## config.mk

```make
export PLATFORM = sky130hd
export DESIGN_NAME = cfg_loader
export DESIGN_NICKNAME = d
export VERILOG_FILES = /design/src/rtl/cfg_loader.sv
export SDC_FILE = /design/constraint.sdc
export NUM_CORES = 1
export LEC_CHECK = 0
export ABC_AREA = 0
export BUFFER_PORTS_ARGS = -buffer_cell sky130_fd_sc_hd__buf_4
export CORE_UTILIZATION = 50
export CTS_CLUSTER_DIAMETER = 80
export DETAILED_ROUTE_END_ITERATION = 8
export GPL_ROUTABILITY_DRIVEN = 0
export HOLD_SLACK_MARGIN = 0.05
export PLACE_DENSITY = 0.68
export RECOVER_POWER = 100
export SYNTH_ARGS = -nofsm -noshare
export SYNTH_HDL_FRONTEND = slang
export SYNTH_SLANG_ARGS = --single-unit
```

## constraint.sdc

```tcl
create_clock -name clk -period 4.5 [get_ports clk]
set_input_delay 0.675 -clock clk [delete_from_list [all_inputs] [get_ports clk]]
set_output_delay 0.675 -clock clk [all_outputs]
set_load 0.1 [all_outputs]
```

## src/rtl/cfg_loader.sv

```systemverilog
module cfg_loader #(
  parameter logic [23:0]  HDR_ADDR    = 24'h2A200,
  parameter logic [23:0]  STREAM_ADDR = 24'h2A400,
  parameter logic [32:0]  FLASH_BYTES = 33'h100000,
  parameter logic [31:0]  MAGIC       = 32'h11223344,
  parameter logic [127:0] ID          = 128'h0F1E2D3C4B5A69788796A5B4C3D2E1F0,
  parameter logic [15:0]  SIGNATURE   = 16'hC0DE,
  parameter int           SIG_TIMEOUT = 1000
) (
  input  logic        clk,
  input  logic        rst_n,
  output logic        spi_cs_n,
  output logic        spi_sclk,
  output logic        spi_mosi,
  input  logic        spi_miso,
  output logic [7:0]  cfg_data,
  output logic        cfg_strobe,
  input  logic        tgt_done,
  input  logic [15:0] tgt_sig,
  output logic        busy,
  output logic        ok,
  output logic        err,
  output logic [2:0]  err_code
);

  localparam int TW = $clog2(SIG_TIMEOUT + 1);

  typedef enum logic [2:0] {S_START, S_HDR, S_CHECK, S_STREAM, S_WAIT, S_OK, S_ERR} state_t;

  state_t        st;
  logic [31:0]   tx;
  logic [5:0]    bitcnt;
  logic [6:0]    rx;
  logic [4:0]    hidx;
  logic [31:0]   len_r;
  logic [31:0]   remain;
  logic          magic_bad;
  logic          id_bad;
  logic [TW-1:0] timer;

  wire [7:0]  nb        = {rx, spi_miso};
  wire        shifting  = !spi_cs_n && (st == S_HDR || st == S_STREAM);
  wire        byte_done = shifting && !spi_sclk && bitcnt == 6'd39;
  wire [3:0]  idk       = 4'(hidx - 5'd4);
  wire [32:0] end_addr  = {9'd0, STREAM_ADDR} + {1'b0, len_r};
  wire        len_bad   = (len_r == 32'd0) || (end_addr > FLASH_BYTES);

  assign spi_mosi = tx[31];
  assign busy     = (st != S_OK) && (st != S_ERR);
  assign ok       = (st == S_OK);
  assign err      = (st == S_ERR);

  always_ff @(posedge clk or negedge rst_n) begin
    if (!rst_n) begin
      st         <= S_START;
      spi_cs_n   <= 1'b1;
      spi_sclk   <= 1'b0;
      tx         <= '0;
      bitcnt     <= '0;
      rx         <= '0;
      hidx       <= '0;
      len_r      <= '0;
      remain     <= '0;
      magic_bad  <= 1'b0;
      id_bad     <= 1'b0;
      timer      <= '0;
      cfg_data   <= '0;
      cfg_strobe <= 1'b0;
      err_code   <= '0;
    end else begin
      cfg_strobe <= 1'b0;
      if (shifting) begin
        spi_sclk <= ~spi_sclk;
        if (!spi_sclk) begin
          if (bitcnt < 6'd32) begin
            bitcnt <= bitcnt + 6'd1;
          end else begin
            rx     <= nb[6:0];
            bitcnt <= (bitcnt == 6'd39) ? 6'd32 : bitcnt + 6'd1;
          end
        end else begin
          tx <= {tx[30:0], 1'b0};
        end
      end
      case (st)
        S_START: begin
          spi_cs_n <= 1'b0;
          spi_sclk <= 1'b0;
          tx       <= {8'h03, HDR_ADDR};
          bitcnt   <= '0;
          hidx     <= '0;
          st       <= S_HDR;
        end
        S_HDR: if (byte_done) begin
          if (hidx < 5'd4) begin
            if (nb != MAGIC[{hidx[1:0], 3'b000} +: 8]) magic_bad <= 1'b1;
          end else if (hidx < 5'd20) begin
            if (nb != ID[{idk, 3'b000} +: 8]) id_bad <= 1'b1;
          end else begin
            len_r[{hidx[1:0], 3'b000} +: 8] <= nb;
          end
          hidx <= hidx + 5'd1;
          if (hidx == 5'd23) begin
            spi_cs_n <= 1'b1;
            spi_sclk <= 1'b0;
            st       <= S_CHECK;
          end
        end
        S_CHECK: begin
          if (magic_bad) begin
            err_code <= 3'd1;
            st       <= S_ERR;
          end else if (id_bad) begin
            err_code <= 3'd2;
            st       <= S_ERR;
          end else if (len_bad) begin
            err_code <= 3'd3;
            st       <= S_ERR;
          end else begin
            spi_cs_n <= 1'b0;
            spi_sclk <= 1'b0;
            tx       <= {8'h03, STREAM_ADDR};
            bitcnt   <= '0;
            remain   <= len_r;
            st       <= S_STREAM;
          end
        end
        S_STREAM: if (byte_done) begin
          cfg_data   <= nb;
          cfg_strobe <= 1'b1;
          remain     <= remain - 32'd1;
          if (remain == 32'd1) begin
            spi_cs_n <= 1'b1;
            spi_sclk <= 1'b0;
            timer    <= '0;
            st       <= S_WAIT;
          end
        end
        S_WAIT: begin
          if (tgt_done) begin
            if (tgt_sig == SIGNATURE) begin
              st <= S_OK;
            end else begin
              err_code <= 3'd4;
              st       <= S_ERR;
            end
          end else if (timer == TW'(SIG_TIMEOUT - 1)) begin
            err_code <= 3'd5;
            st       <= S_ERR;
          end else begin
            timer <= timer + 1'b1;
          end
        end
        default: ;
      endcase
    end
  end

  assert_sclk_idle_R2: assert property (@(posedge clk) disable iff (!rst_n)
    spi_cs_n |-> !spi_sclk);

  assert_mosi_steady_R2: assert property (@(posedge clk) disable iff (!rst_n)
    $rose(spi_sclk) |-> $stable(spi_mosi));

  assert_strobe_len_ok_R5: assert property (@(posedge clk) disable iff (!rst_n)
    cfg_strobe |-> !len_bad && !magic_bad && !id_bad);

  assert_strobe_single_R6: assert property (@(posedge clk) disable iff (!rst_n)
    cfg_strobe |=> !cfg_strobe);

  assert_final_hold_R10: assert property (@(posedge clk) disable iff (!rst_n)
    (ok || err) |=> $stable(ok) && $stable(err) && $stable(err_code) && spi_cs_n && !cfg_strobe);

endmodule

```

==> results.cfg <==
[yosys]
synthFlopType = dfrtp_1
synthArstFlopShare_pct = 100
synthCells = 873
yosysWarnings = 0
netlist_area_um2 = 7510
syn_avg_cell_area_um2 = 8.61
netlist-cell-type-count = 66
synth_nets = 910
synth_seq_cells = 143
synth_edf_count = 0
ys_seq_area_share_pct = 47.6

[routing]
vias = 6430
routedWlPerCell_um = 16.9
wl_met3_um = 791
dr.pass1.iters = 5
totalWireLength_um = 18500
wl_met2_um = 9010
routed.top_layer = met4
drt.antenna.violating_nets = 0
drt-initial-drc-count = 453
viasPerCell = 5.89
met1_length_um = 8320
drc = 0

[placed_design]
dp_cells = 1060
hpwl_um = 12700
portBuffers = 37

[cts]
root_buffer = clkbuf_16
path_clk_slew_ns = 0.06
postCtsSetupRepairBufs = 0
h-tree-depth = 4
cts_resized = 0
cts_tree = done
numCtsBuffers = 17
clock_path_buffers = 2
cts_hold_buf = 0
clock-sinks = 143
clk_latency_ns = 0.43

[sta]
rsz0062_at_grt = no
finalCriticalPeriod_ns = 3.58
hold_viol_final = 0
fin_skew_ns = 0.00774
fin_crit_sh_pct = 79.5
max_slew_margin_pct = -32.6
slew_viol_final = 72
tns_ns = 0
fmaxAchievable_mhz = 279
worstMarginPinSlew_ns = 1.99
setup_viol = 0

[worst_setup_path]
crit_type = register to register
cp_max_fo = 41
worstSetupEndpointType = register
reg2reg_from = len_r[20]$_DFFE_PN0P_
cp-start-kind = register
arrival_ns = 3.93
critPathRequiredTime_ns = 4.86
startpoint = len_r[20]$_DFFE_PN0P_

[power]
irDropWorstVdd_mv = 0.296
power.density_cell_area_nw_per_um2 = 339
leakage_nw = 3.64

[floorplan]
start_util_pct = 51.5
die_x_um = 125
num_io_pins = 38
core_area_um2 = 14600
die_height_um = 125
die_area_um2 = 15500
rows = 44

[run_status]
status = finished, violations left
violations = capacitance limit, slew limit

[worst_hold_path]
hold_class = input port to asynchronous set/reset pin

[grt]
antenna_found_initial = 0
gr-total-overflow = 0
track_usage_pct = 25.3
first_global_vias = 6350
grt_pass1_wl_um = 31600
grt_max_degree = 76

[final_layout]
n_antenna_cell = 0
area.growth.synth_to_final_pct = 11.4
layout.nets = 932
layout-drive-gt1-share_pct = 8.81
final_cell_count_no_fill = 1092
final_common_cell = nand2_1
layout_common_cells = nand2_1 (214), dfrtp_1 (142), a21oi_1 (87), o21ai_0 (82), nor2_1 (53)

[run]
maxCapViolCount = 2
synth_stat cells, drive strengths merged (7+ instances only):
cell type	n	area share [%]
nand2b	7	0.58
nand3	25	1.7
nand2	214	11
and3	11	0.92
dfrtp	142	47
nand3b	7	0.70
ha	17	2.8
o21ai	86	5.7
inv	20	1.0
or3	13	1.2
clkbuf	29	1.4
o32ai	7	0.82
nor4	10	0.83
nor2	54	2.7
nand4	9	0.83
buf	13	1.0
a21oi	89	7.0
nor3	26	1.8
mux2	9	1.3
final cells by class:
type                    count  area, um^2
fillers                  1322        6220
multi-input cells         666        3590
flip-flops and latches    143        3580
clock buffers              19         443
repair buffers             45         256
well taps                 184         230
clock inverters            13         185
inverters                  22        82.6
flip-flops by register name (all words and copies together), names as in the netlist:
signal / cells
st: 3
cfg_data: 8
id_bad: 1
tx: 32
timer: 10
hidx: 5
bitcnt: 6
spi_cs_n: 1
magic_bad: 1
remain: 32
err_code: 3
cfg_strobe: 1
rx: 7
spi_sclk: 1
len_r: 32
report_power, final:
part           leakage, nW  switching (mW)  total (mW)  internal, mW
registers             1.95         0.00171        1.29          1.29
logic                 1.39          0.0291      0.0419        0.0127
clock network        0.304           0.568        1.51         0.944
worst max-delay path, cell delays in order (launching register included):
cell and delay [ns]:
dfrtp_1 0.52, nand3_1 0.11, a211oi_1 0.48, nand4b_1 0.16, and3_1 0.19, or2_2 0.34, o21ai_4 0.80, clkbuf_1 0.57
a21oi_1 0.15, a21oi_1 0.15
cell families after synthesis:
family,share of synthesized area (%)
AND/OR/NAND/NOR,24.6
multiplexers,1.75
adder cells (fa/ha/maj),2.83
AO/OA/AOI/OAI,18.9
XOR/XNOR,0.699
flip-flops,47.6
buffers and inverters,3.60
worst paths after layout:
check	to	slack, ns	cells after the start
worst max-delay path	remain[5]$_DFFE_PN0P_	0.92	9
worst min-delay path	remain[7]$_DFFE_PN0P_	0.27	1
worst max register to register	remain[5]$_DFFE_PN0P_	0.92	9
worst min register to register	cfg_data[1]$_DFFE_PN0P_	0.48	2
max in group asynchronous	remain[3]$_DFFE_PN0P_	1.89	2
min in group clk	cfg_data[1]$_DFFE_PN0P_	0.48	2
routing by layer:
metal,GRT usage [%],vias up
li1,-,3106
met1,33.8,3135
met3,4.81,29
met2,40.7,160
met4,10.1,0
met5,0,-
per-stage QoR:
stage | cell area, um^2 | hold slack (ns) | power (mW) | util [%] | worst slack [ns]
after floorplan | 7510 | 0.379 | 1.32 | - | 1.06
after global placement | 7920 | 0.464 | 1.35 | 54.3 | 1.54
after detailed placement | 7920 | 0.461 | 1.36 | 54.3 | 1.42
after CTS | 8550 | 0.299 | 2.86 | 58.6 | 1.41
after global routing | 8370 | 0.323 | 2.93 | 57.4 | 0.561
final | 8370 | 0.268 | 2.84 | 57.4 | 0.922
No activity file was read; power rests on OpenSTA's default activity.
